<file path="config.mk">
export PLATFORM = sky130hd
export DESIGN_NAME = stopwatch20
export DESIGN_NICKNAME = d
export VERILOG_FILES = /design/src/rtl/stopwatch_pkg.sv /design/src/rtl/btn_sync.sv /design/src/rtl/tick_prescaler.sv /design/src/rtl/bcd_count_limit.sv /design/src/rtl/stopwatch20.sv
export SDC_FILE = /design/constraint.sdc
export NUM_CORES = 1
export LEC_CHECK = 0
export ABC_AREA = 1
export BUFFER_PORTS_ARGS = -buffer_cell sky130_fd_sc_hd__buf_2
export CAP_MARGIN = 20
export CORE_MARGIN = 1
export CORE_UTILIZATION = 50
export DETAILED_ROUTE_END_ITERATION = 10
export PLACE_DENSITY = 0.68
export SETUP_SLACK_MARGIN = 0.4
export SYNTH_ARGS = -nofsm -noshare
export SYNTH_HDL_FRONTEND = slang
export SYNTH_HIERARCHICAL = 1
export SYNTH_SLANG_ARGS = --single-unit
</file>
<file path="constraint.sdc">
create_clock -name clk_i -period 2.3 [get_ports clk_i]
set_input_delay 0.115 -clock clk_i [delete_from_list [all_inputs] [get_ports clk_i]]
set_output_delay 0.115 -clock clk_i [all_outputs]
set_load 0.005 [all_outputs]
</file>
<file path="src/rtl/stopwatch_pkg.sv">
package stopwatch_pkg;
  typedef logic [3:0] bcd_digit_t;

  typedef enum logic {
    SYNC_LEVEL = 1'b0,
    SYNC_RISE  = 1'b1
  } sync_mode_e;
endpackage

</file>
<file path="src/rtl/btn_sync.sv">
module btn_sync
  import stopwatch_pkg::*;
#(
  parameter int         STAGES = 2,
  parameter sync_mode_e MODE   = SYNC_LEVEL
) (
  input  logic clk_i,
  input  logic rst_ni,
  input  logic btn_i,
  output logic pulse_o
);
  logic [STAGES-1:0] sync_q;

  always_ff @(posedge clk_i or negedge rst_ni) begin
    if (!rst_ni) sync_q <= '0;
    else         sync_q <= {sync_q[STAGES-2:0], btn_i};
  end

  generate
    if (MODE == SYNC_RISE) begin : g_rise
      logic prev_q;
      always_ff @(posedge clk_i or negedge rst_ni) begin
        if (!rst_ni) prev_q <= 1'b0;
        else         prev_q <= sync_q[STAGES-1];
      end
      assign pulse_o = sync_q[STAGES-1] & ~prev_q;

      a_r3_single_pulse: assert property (@(posedge clk_i) disable iff (!rst_ni)
        pulse_o |=> !pulse_o);
    end else begin : g_level
      assign pulse_o = sync_q[STAGES-1];
    end
  endgenerate
endmodule

</file>
<file path="src/rtl/tick_prescaler.sv">
module tick_prescaler #(
  parameter int TICK_DIV = 50_000_000
) (
  input  logic clk_i,
  input  logic rst_ni,
  input  logic run_i,
  output logic tick_o
);
  localparam int CW = (TICK_DIV > 2) ? $clog2(TICK_DIV) : 1;
  localparam logic [CW-1:0] LAST = CW'(TICK_DIV - 1);

  logic [CW-1:0] cnt_q;
  logic          at_last;

  assign at_last = (cnt_q == LAST);
  assign tick_o  = run_i & at_last;

  // held at zero while stopped, so each resume starts a full period
  always_ff @(posedge clk_i or negedge rst_ni) begin
    if (!rst_ni)      cnt_q <= '0;
    else if (!run_i)  cnt_q <= '0;
    else if (at_last) cnt_q <= '0;
    else              cnt_q <= cnt_q + 1'b1;
  end

  a_r7_count_in_range: assert property (@(posedge clk_i) disable iff (!rst_ni)
    cnt_q <= LAST);
endmodule

</file>
<file path="src/rtl/bcd_count_limit.sv">
module bcd_count_limit
  import stopwatch_pkg::*;
#(
  parameter int LIMIT_TENS  = 2,
  parameter int LIMIT_UNITS = 0
) (
  input  logic       clk_i,
  input  logic       rst_ni,
  input  logic       clr_i,
  input  logic       inc_i,
  output bcd_digit_t tens_o,
  output bcd_digit_t units_o,
  output logic       at_limit_o,
  output logic       pre_limit_o
);
  localparam int PRE_TENS  = (LIMIT_UNITS == 0) ? LIMIT_TENS - 1 : LIMIT_TENS;
  localparam int PRE_UNITS = (LIMIT_UNITS == 0) ? 9 : LIMIT_UNITS - 1;
  localparam int LIMIT_VAL = LIMIT_TENS * 10 + LIMIT_UNITS;

  bcd_digit_t tens_q, units_q;

  assign at_limit_o  = (tens_q == 4'(LIMIT_TENS)) && (units_q == 4'(LIMIT_UNITS));
  assign pre_limit_o = (tens_q == 4'(PRE_TENS))   && (units_q == 4'(PRE_UNITS));

  always_ff @(posedge clk_i or negedge rst_ni) begin
    if (!rst_ni) begin
      tens_q  <= '0;
      units_q <= '0;
    end else if (clr_i) begin
      tens_q  <= '0;
      units_q <= '0;
    end else if (inc_i && !at_limit_o) begin
      if (units_q == 4'd9) begin
        units_q <= '0;
        tens_q  <= tens_q + 1'b1;
      end else begin
        units_q <= units_q + 1'b1;
      end
    end
  end

  assign tens_o  = tens_q;
  assign units_o = units_q;

  a_r2_units_bcd: assert property (@(posedge clk_i) disable iff (!rst_ni)
    units_q <= 4'd9);
  a_r2_no_overflow: assert property (@(posedge clk_i) disable iff (!rst_ni)
    (int'(tens_q) * 10 + int'(units_q)) <= LIMIT_VAL);
  a_r6_limit_holds: assert property (@(posedge clk_i) disable iff (!rst_ni)
    at_limit_o && !clr_i |=> at_limit_o);
endmodule

</file>
<file path="src/rtl/stopwatch20.sv">
module stopwatch20
  import stopwatch_pkg::*;
#(
  parameter int TICK_DIV    = 50_000_000,
  parameter int SYNC_STAGES = 2,
  parameter int LIMIT_TENS  = 2,
  parameter int LIMIT_UNITS = 0
) (
  input  logic       clk_i,
  input  logic       rst_ni,
  input  logic       start_btn_i,
  input  logic       clear_btn_i,
  output logic [3:0] tens_o,
  output logic [3:0] units_o,
  output logic       running_o,
  output logic       done_o
);
  logic start_rise, clr_lvl, tick, at_limit, pre_limit;
  logic run_q;

  btn_sync #(.STAGES(SYNC_STAGES), .MODE(SYNC_RISE)) u_start_sync (
    .clk_i, .rst_ni, .btn_i(start_btn_i), .pulse_o(start_rise)
  );

  btn_sync #(.STAGES(SYNC_STAGES), .MODE(SYNC_LEVEL)) u_clear_sync (
    .clk_i, .rst_ni, .btn_i(clear_btn_i), .pulse_o(clr_lvl)
  );

  tick_prescaler #(.TICK_DIV(TICK_DIV)) u_prescaler (
    .clk_i, .rst_ni, .run_i(run_q), .tick_o(tick)
  );

  bcd_count_limit #(.LIMIT_TENS(LIMIT_TENS), .LIMIT_UNITS(LIMIT_UNITS)) u_count (
    .clk_i, .rst_ni, .clr_i(clr_lvl), .inc_i(tick),
    .tens_o, .units_o, .at_limit_o(at_limit), .pre_limit_o(pre_limit)
  );

  // clear wins; the final step stops the run in the same edge
  always_ff @(posedge clk_i or negedge rst_ni) begin
    if (!rst_ni)                     run_q <= 1'b0;
    else if (clr_lvl)                run_q <= 1'b0;
    else if (tick && pre_limit)      run_q <= 1'b0;
    else if (start_rise && !at_limit) run_q <= ~run_q;
  end

  assign running_o = run_q;
  assign done_o    = at_limit;

  a_r5_done_not_running: assert property (@(posedge clk_i) disable iff (!rst_ni)
    done_o |-> !running_o);
  a_r3_paused_holds: assert property (@(posedge clk_i) disable iff (!rst_ni)
    !running_o && !clr_lvl |=> $stable(tens_o) && $stable(units_o));
  a_r4_clear_result: assert property (@(posedge clk_i) disable iff (!rst_ni)
    clr_lvl |=> (tens_o == 4'd0) && (units_o == 4'd0) && !running_o && !done_o);
  a_r7_no_step_on_resume: assert property (@(posedge clk_i) disable iff (!rst_ni)
    $rose(running_o) |=> $stable(tens_o) && $stable(units_o));
endmodule

</file>
== Word-level counts from Yosys, hierarchy flattened ==
Index checks and enable logic that the tools add are counted.

* Add/subtract/negate cells: 3
* Equality and inequality tests: 4
* Muxes and demuxes: 11
* Bitwise logic cells: 4
* Reduce and logical (&&, ||, !) cells: 11

{| class="wikitable"
|+ Operator list
! kind !! count
|-
| two-way mux 26 bit || 2
|-
| adder 26 x 1 -> 26 bit, second input constant || 1
|-
| == test 26 bit, second input constant || 1
|-
| two-way mux 4 bit || 6
|-
| adder 4 x 1 -> 4 bit, second input constant || 2
|-
| logical AND 1 bit || 5
|-
| == test 4 x 1 -> 1 bit, second input constant || 1
|-
| == test 4 x 2 -> 1 bit, second input constant || 1
|-
| == test 4 bit, second input constant || 1
|-
| logical NOT 4 bit || 1
|-
| nonzero test 2 bit || 2
|-
| two-way mux 1 bit || 3
|-
| nonzero test 3 bit || 1
|-
| bitwise AND 1 bit || 2
|-
| inverter 1 bit || 2
|-
| AND reduction 2 bit || 1
|-
| logical NOT 1 bit || 1
|}

* Register bits: 40
* Input port bits: 4
* Logic and storage cells: 40

== Depth between registers and ports, before layout ==
Gate-level depths: netlist (run 1).

* Depth in word-level cells: 7
* Mapped depth: 12
* Depth with buffers taken out: 12

== Cells and area by module ==
Netlist (run 1), hierarchy kept.

{| class="wikitable"
|+ Modules (own cells, without submodules)
! module !! instances !! cells an instance !! area each (um^2) !! sequential area each (um^2)
|-
| tick_prescaler || 1 || 222 || 1544.0 || 650.6
|-
| bcd_count_limit || 1 || 79 || 551.8 || 200.2
|-
| btn_sync at u_start_sync || 1 || 5 || 85.1 || 75.1
|-
| stopwatch20 || 1 || 9 || 62.6 || 25.0
|-
| btn_sync at u_clear_sync || 1 || 2 || 50.0 || 50.0
|}

== Worst setup path before layout (run 1) ==
OpenSTA, ideal clock, no wires.

* Kind: flip-flop to flip-flop
* From: reg u_prescaler.cnt_q[0]
* To: reg u_count.tens_q[0] (netlist: u_count/tens_o[0])
* Library setup time: 0.066 ns
* Arrival time: 1.692 ns
* Required time: 2.234 ns
* Slack: 0.542 ns
* Stages on the path, launching flop included: 12
* Path buffers: 0
* Period minus slack after synthesis: 1.758 ns
* Cells stage by stage: dfrtp_1 -> ha_1 -> nand3_2 -> nor2_4 -> nand2_1 -> nor2_1 -> nand2_1 -> nor2_1 -> inv_1 -> nor2_1 -> nand4_1 -> nand2_1

* Longest elaborated chain between the ends: 5

{| class="wikitable"
|+ RTL lines
! what !! RTL line !! RTL
|-
| start, declared || tick_prescaler.sv:12 || <nowiki>logic [CW-1:0] cnt_q;</nowiki>
|-
| start signal, assigned || tick_prescaler.sv:23 || <nowiki>else cnt_q <= cnt_q + 1'b1;</nowiki>
|-
| == test 26 bit || tick_prescaler.sv:15 || <nowiki>assign at_last = (cnt_q == LAST);</nowiki>
|-
| bitwise AND 1 bit || tick_prescaler.sv:16 || <nowiki>assign tick_o = run_i & at_last;</nowiki>
|-
| net tick || stopwatch20.sv:18 || <nowiki>logic start_rise, clr_lvl, tick, at_limit, pre_limit;</nowiki>
|-
| logical AND 1 bit || bcd_count_limit.sv:32 || <nowiki>end else if (inc_i && !at_limit_o) begin</nowiki>
|-
| nonzero test 2 bit (no source line) || -- ||
|-
| AND reduction 2 bit (no source line) || -- ||
|-
| end signal, assigned || bcd_count_limit.sv:35 || <nowiki>tens_q <= tens_q + 1'b1;</nowiki>
|-
| end, declared || bcd_count_limit.sv:20 || <nowiki>bcd_digit_t tens_q, units_q;</nowiki>
|}

The timed path passes the listed nets, and every way through them passes these cells.
A chain may end at the register's enable or synchronous reset.

== Final worst setup path (run 1) ==
Ends and elaborated chain as after synthesis.

==> reports/metrics.cfg, run 1 <==
[status]
status = completed

[global_routing]
grt_max_degree = 41
grt_usage = 0.215
grt_pass1_wl_um = 8280
grt.overflow.total = 0
grt_pass1_vias = 1795
antenna_found_initial = 0

[timing]
clock.fmax_mhz = 584
finalSetupTns_ns = 0
hold_viol = 0
finalMaxSlewViolations = 0
slew-limit-headroom = 0.398
tightest_slew_ns = 0.903
period_minus_slack_ns = 1.71
grt_setup_unrepaired = no
fin_skew_ns = 0.00536
fin_crit_sh = 0.744
setup_violations = 0

[die]
die-width_um = 69.7
dieArea_um2 = 4860
fp.dieH_um = 69.7
io_pins = 14
rows = 24
start_util = 0.523
fp.coreArea_um2 = 4380

[clocking]
cts_htree_levels = 2
cts_buffers = 5
cts_tree = built
clk_pin_slew_worst_paths_ns = 0.08
cts_root_buf = clkbuf_8
clockBufferDepth = 2
clock-sinks = 40
clk_latency_ns = 0.30

[detailed_routing]
top_layer_used = met4
routed-wl-met3_um = 144
wl_per_cell_um = 12.1
met1Wirelength_um = 2390
dr_wl_met2_um = 2180
wl_um = 4760
antenna_left = 0
drc = 0
dr.pass1.iters = 4
vias = 1941
drt_iter0_drc = 123
vias_per_cell = 4.93

[final_layout]
regArea_um2 = 1000
multiInputGateArea_um2 = 1170
fin_util = 0.594
syn_to_final_growth_pct = 13.5
fillers = 394
fin_area_um2 = 2600
fin_cells = 394
drive_gt1_frac = 0.137
diodes = 0
layout.nets = 349

[power]
p_leak_nw = 1.13
ir_drop_v = 0.000385
p_per_area_nw_per_um2 = 523

[worst_setup_path]
worstPathRequired_ns = 2.49
worstPathArrival_ns = 1.91
slowest_stage = dfrtp_2
worstPathMaxFanout = 8
reg2reg_setup_slack_ns = 0.59
start_kind = flip-flop
critical_path.top_delay_family = simple AND/OR/NAND/NOR gates
end_kind = flip-flop
critPathKind = reg -> reg
path_buf_inv = 0
crit_path_frequent_cell = nand2_1
max_stage_delay_ns = 0.42
path_cells = ha_4 -> nand3_2 -> nor2_4 -> nand2_1 -> nor2_2 -> nand2_2 -> nor2_4 -> nand2_2 -> nand2_4 -> nand2_4 -> nand2_1 -> nand2_1

[synthesis]
synthCells = 317
synth_cell_types = 25
netlist_area_um2 = 2290
yosysSeqAreaShare = 0.436
synth_fp_nets = 325
synth_seq_cells = 40
synth_area_per_cell_um2 = 7.23
synth_warnings = 6

[place]
gp_congestion = 0.934
place_inst = 382
dpl-instance-area_um2 = 2420
io_buffers = 13
dp_hpwl_um = 3400

[flow_run]
max_cap_viol_count = 0

[hold_path]
hold_path.class = reg -> reg

[through the flow]
stage | hold slack [ns] | worst slack [ns] | total power [mW]
final | 0.355 | 0.588 | 1.36
after floorplan | -0.181 | 0.542 | 0.760
after CTS | 0.361 | 0.424 | 1.37
after detailed placement | 0.225 | 0.297 | 0.786
after global placement | 0.223 | 0.366 | 0.786
after global routing | 0.363 | 0.421 | 1.41
[cells in the final DEF (no fill, tap or decap)]
master and instances:
nand3_2 1, clkinv_1 1, nand2_1 101, ha_4 1
buf_2 13, dfrtp_1 39, nor2_1 67, clkbuf_8 5
dlygate4sd3_1 3, xor2_1 9, xnor2_1 3, a21o_1 1
a21oi_1 2, o21bai_1 2, clkinvlp_4 1, buf_4 2
inv_1 31, dfrtp_2 1, ha_1 3, nor3b_1 1
nor2_4 5, nand2_2 4, nor2_2 7, inv_2 1
nand4_1 3, bufinv_8 1, nand2_4 3, and2_0 1
o21ai_0 4, bufinv_16 1, nand3_1 22, clkinv_2 1
nor3_1 2
[final timing paths]
kind | from | to | depth (start not counted)
max | u_prescaler/cnt_q[0]$_DFF_PN0_ | u_count/tens_o[0]$_DFFE_PN0P_ | 12
min | u_clear_sync/sync_q[0]$_DFF_PN0_ | u_clear_sync/sync_q[1]$_DFF_PN0_ | 0
max reg2reg | u_prescaler/cnt_q[0]$_DFF_PN0_ | u_count/tens_o[0]$_DFFE_PN0P_ | 12
min reg2reg | u_clear_sync/sync_q[0]$_DFF_PN0_ | u_clear_sync/sync_q[1]$_DFF_PN0_ | 0
max in group asynchronous | rst_ni | u_prescaler/cnt_q[0]$_DFF_PN0_ | 2
min in group asynchronous | rst_ni | u_prescaler/cnt_q[15]$_DFF_PN0_ | 2
[cell type report]
| class | instances | area share |
|---|---|---|
| clock buffer | 5 | 0.0264 |
| clock inverter | 3 | 0.0163 |
| inverter | 34 | 0.0543 |
| multi-input combinational | 242 | 0.450 |
| sequential | 40 | 0.385 |
| tap | 52 | 0.0250 |
| timing repair buffer | 18 | 0.0423 |
[flip-flops by register name, indices dropped and copies added, names as in the netlist]
| name | count |
|---|---|
| u_prescaler/cnt_q | 26 |
| u_count/tens_o | 4 |
| u_count/units_o | 4 |
| u_clear_sync/sync_q | 2 |
| u_start_sync/sync_q | 2 |
| running_o | 1 |
| u_start_sync/g_rise.prev_q | 1 |
[cells by family (layout without fill, tap and decap cells)]
logic type      Yosys count  after routing  synth area share
flops                    40             40             0.436
compound gates            9              9            0.0229
fa+ha+maj                 4              4            0.0218
simple gates            217            217             0.406
xor+xnor                 12             12            0.0458
buf+inv                  35             60            0.0666
[worst reg2reg max path, stage by stage, from the launching register on]
cell,delay (ns)
dfrtp_2,0.42
ha_4,0.18
nand3_2,0.12
nor2_4,0.14
nand2_1,0.07
nor2_2,0.11
nand2_2,0.09
nor2_4,0.11
nand2_2,0.07
nand2_4,0.11
nand2_4,0.07
nand2_1,0.06
nand2_1,0.05
[layer usage]
layer / global-route usage / vias to the layer above
li1: - / 1014
met1: 0.301 / 895
met2: 0.343 / 26
met3: 0.0407 / 6
met4: 0.0556 / 0
met5: 0 / -
[synthesized netlist by cell type, drive strengths merged]
library cell / number / area, um2
nand2: 108 / 435
nor2: 79 / 334
dfrtp: 40 / 1000
inv: 32 / 120
nand3: 23 / 120
xor2: 9 / 78.8
ha: 4 / 50.1
o21ai: 4 / 20.0
nand4: 3 / 18.8
xnor2: 3 / 26.3
a21oi: 2 / 10.0
nor3: 2 / 10.0
o21bai: 2 / 15.0
a21o: 1 / 7.51
and2: 1 / 6.26
buf: 1 / 11.3
bufinv: 1 / 17.5
clkinv: 1 / 3.75
nor3b: 1 / 7.51
[what timing repair did]
item	in CTS	in global routing
setup buffers	0	1
setup endpoints to repair	7	8
hold buffers	3	0
endpoints found under the hold margin	42	0
pin swaps	0	1
resized for setup	3	6
[power breakdown]
| group | switching (mW) | leakage (nW) | internal (mW) | total [mW] |
|---|---|---|---|---|
| logic | 0.0412 | 0.533 | 0.0190 | 0.0602 |
| clock network | 0.261 | 0.0541 | 0.321 | 0.582 |
| registers | 0.00743 | 0.544 | 0.710 | 0.718 |
| total | 0.310 | 1.13 | 1.05 | 1.36 |
Note: power is estimated with default switching activity, not from simulation.
==> run 2: changes to the inputs <==
Settings changed: PLACE_DENSITY 0.68 to 0.7.
Clock period 2.3 ns to 1.49 ns, I/O delays scaled along.
==> reports/metrics.cfg, run 2 (synthesized netlist as in run 1, its figures left out) <==
[worst_setup_path]
r2r-end = u_count/units_o[2]$_DFFE_PN0P_  ; was u_count/tens_o[0]$_DFFE_PN0P_
start_kind = flip-flop  ; unchanged
critPathKind = reg -> reg  ; unchanged
worstPathMaxFanout = 4  ; was 8
end_kind = flip-flop  ; unchanged
worstPathArrival_ns = 1.91  ; about the same
r2r-start = u_prescaler/cnt_q[1]$_DFF_PN0_  ; was u_prescaler/cnt_q[0]$_DFF_PN0_
reg2reg_setup_slack_ns = -0.18  ; was 0.59 ns
worstPathRequired_ns = 1.73  ; was 2.49 ns
reg2reg_depth = 11  ; was 12

[place]
dpl-instance-area_um2 = 2720  ; was 2420 um2
dp_hpwl_um = 3810  ; was 3400 um
gp_congestion = 0.919  ; was 0.934
io_buffers = 13  ; unchanged

[global_routing]
grt.overflow.total = 0  ; unchanged
grt_pass1_wl_um = 9410  ; was 8280 um
antenna_found_initial = 0  ; unchanged
grt_pass1_vias = 2113  ; was 1795
grt_usage = 0.250  ; was 0.215
grt_max_degree = 22  ; was 41

[final_layout]
mostFrequentLayoutCells = nand2_1 (84), nor2_1 (40), dfrtp_1 (39), buf_4 (36), inv_1 (30)  ; was nand2_1 (101), nor2_1 (67), dfrtp_1 (39), inv_1 (31), nand3_1 (22)
fin_util = 0.756  ; was 0.594
fin_area_um2 = 3310  ; was 2600 um2
syn_to_final_growth_pct = 44.5  ; was 13.5%
drive_gt1_frac = 0.372  ; was 0.137
diodes = 0  ; unchanged
multiInputGateArea_um2 = 1440  ; was 1170 um2
final_common_cell = nand2_1  ; unchanged
regArea_um2 = 1000  ; unchanged
fillers = 302  ; was 394
regMostFlops = u_prescaler/cnt_q  ; unchanged
layout.nets = 400  ; was 349
largest_register_ffs = 26  ; unchanged

[hold_path]
hold_path.class = in -> async  ; was reg -> reg

[timing]
fin_crit_sh = 1.12  ; was 0.744
clock.fmax_mhz = 598  ; was 584 MHz
setup_violations = 25  ; was 0
slew-limit-headroom = 0.654  ; was 0.398
grt_setup_unrepaired = yes  ; was no
finalMaxSlewViolations = 0  ; unchanged
tightest_slew_ns = 0.518  ; was 0.903 ns
period_minus_slack_ns = 1.67  ; was 1.71 ns
whs_ns = 0.273  ; was 0.355 ns
fin_skew_ns = 0.0116  ; was 0.00536 ns
worst_slack_ns = -0.183  ; was 0.588 ns
hold_viol = 0  ; unchanged

[power]
p_leak_nw = 1.50  ; was 1.13 nW
power.total_mw = 2.12  ; was 1.36 mW
p_per_area_nw_per_um2 = 641  ; was 523 nW/um2
ir_drop_v = 0.000610  ; was 0.000385 V

[detailed_routing]
dr.pass1.iters = 4  ; unchanged
antenna_left = 0  ; unchanged
drt_iter0_drc = 157  ; was 123
vias = 2326  ; was 1941
wl_um = 6380  ; was 4760 um
wl_per_cell_um = 14.3  ; was 12.1 um
drc = 0  ; unchanged
vias_per_cell = 5.23  ; was 4.93

[clocking]
clock-sinks = 40  ; unchanged
cts_htree_levels = 2  ; unchanged
clockBufferDepth = 2  ; unchanged
clk_latency_ns = 0.30  ; about the same
clk_pin_slew_worst_paths_ns = 0.08  ; about the same
cts_root_buf = clkbuf_8  ; unchanged
cts_buffers = 5  ; unchanged
cts_tree = built  ; unchanged

[die]
start_util = 0.523  ; unchanged
die-width_um = 69.7  ; unchanged
fp.coreArea_um2 = 4380  ; unchanged
fp.dieH_um = 69.7  ; unchanged
io_pins = 14  ; unchanged
rows = 24  ; unchanged
dieArea_um2 = 4860  ; unchanged

[flow_run]
max_cap_viol_count = 0  ; unchanged

[status]
violations = setup timing
status = finished with violations  ; was completed

[run 2: changes by cell type in the layout (fill, tap and decap cells not counted), moves of 3 or more]
| cell | before | now |
|---|---|---|
| buf_6 | 0 | 14 |
| nand2_1 | 101 | 84 |
| nor2_1 | 67 | 40 |
| nand2_2 | 4 | 17 |
| nor2_4 | 5 | 18 |
| nor2_2 | 7 | 21 |
| buf_4 | 2 | 36 |
| nand2_4 | 3 | 6 |
[run 2: worst max path at each step]
stage / startpoint / endpoint / slack, ns / cells past startpoint
2_1_floorplan: u_prescaler/cnt_q[0]$_DFF_PN0_ / u_count/units_o[0]$_DFFE_PN0P_ / -0.12 / 11
3_3_place_gp: u_prescaler/cnt_q[1]$_DFF_PN0_ / u_count/tens_o[0]$_DFFE_PN0P_ / -0.05 / 11
3_5_place_dp: u_prescaler/cnt_q[1]$_DFF_PN0_ / u_count/tens_o[0]$_DFFE_PN0P_ / -0.08 / 11
4_1_cts: u_prescaler/cnt_q[0]$_DFF_PN0_ / u_count/tens_o[0]$_DFFE_PN0P_ / -0.09 / 12
5_1_grt: u_prescaler/cnt_q[13]$_DFF_PN0_ / u_count/units_o[2]$_DFFE_PN0P_ / -0.26 / 10
6_report: u_prescaler/cnt_q[1]$_DFF_PN0_ / u_count/units_o[2]$_DFFE_PN0P_ / -0.18 / 11
[run 2: area by class of cell]
| class | instances | share of cell area |
|---|---|---|
| clock inverters | 2 | 0.0106 |
| flip-flops and latches | 40 | 0.302 |
| repair buffers | 68 | 0.168 |
| multi-input cells | 243 | 0.434 |
| inverters | 34 | 0.0427 |
| clock buffers | 6 | 0.0219 |
| well taps | 52 | 0.0196 |
[run 2: repair_timing]
item | in CTS | in global routing
setup endpoints to repair | 36 | 38
buffers inserted | 8 | 10
pin swaps | 13 | 23
gates cloned | 1 | 0
hold endpoints to repair | 22 | 0
gates resized for setup | 28 | 59
hold buffers | 3 | 0
[run 2: worst max-delay path, cell delays in order, from the launching register on]
cell	delay, ns
dfrtp_1	0.39
ha_4	0.17
nand3_4	0.08
nor2_4	0.10
nand2_2	0.05
nor2_2	0.13
nand2_2	0.09
nor2_4	0.13
inv_1	0.09
nor2_4	0.14
nand4_1	0.14
nand2_1	0.09
[run 2: power by group]
group | switching (mW) | internal [mW]
registers | 0.00784 | 1.10
clock network | 0.382 | 0.497
logic | 0.0888 | 0.0526
[run 2: stage by stage]
stage	std cells	TNS, ns	setup slack, ns
final	445	-2.05	-0.183
after global routing	445	-4.25	-0.255
after detailed placement	415	-0.600	-0.0836
after CTS	435	-0.576	-0.0934
after global placement	415	-0.293	-0.0543
after floorplan	317	-0.827	-0.117
[run 2: per-layer routing]
layer | routed length [um] | global-route usage | vias to the layer above
met5 | 0 | 0 | -
met1 | 2660 | 0.336 | 1106
met4 | 140 | 0.107 | 0
met2 | 3180 | 0.394 | 87
met3 | 396 | 0.0494 | 16
li1 | - | - | 1117
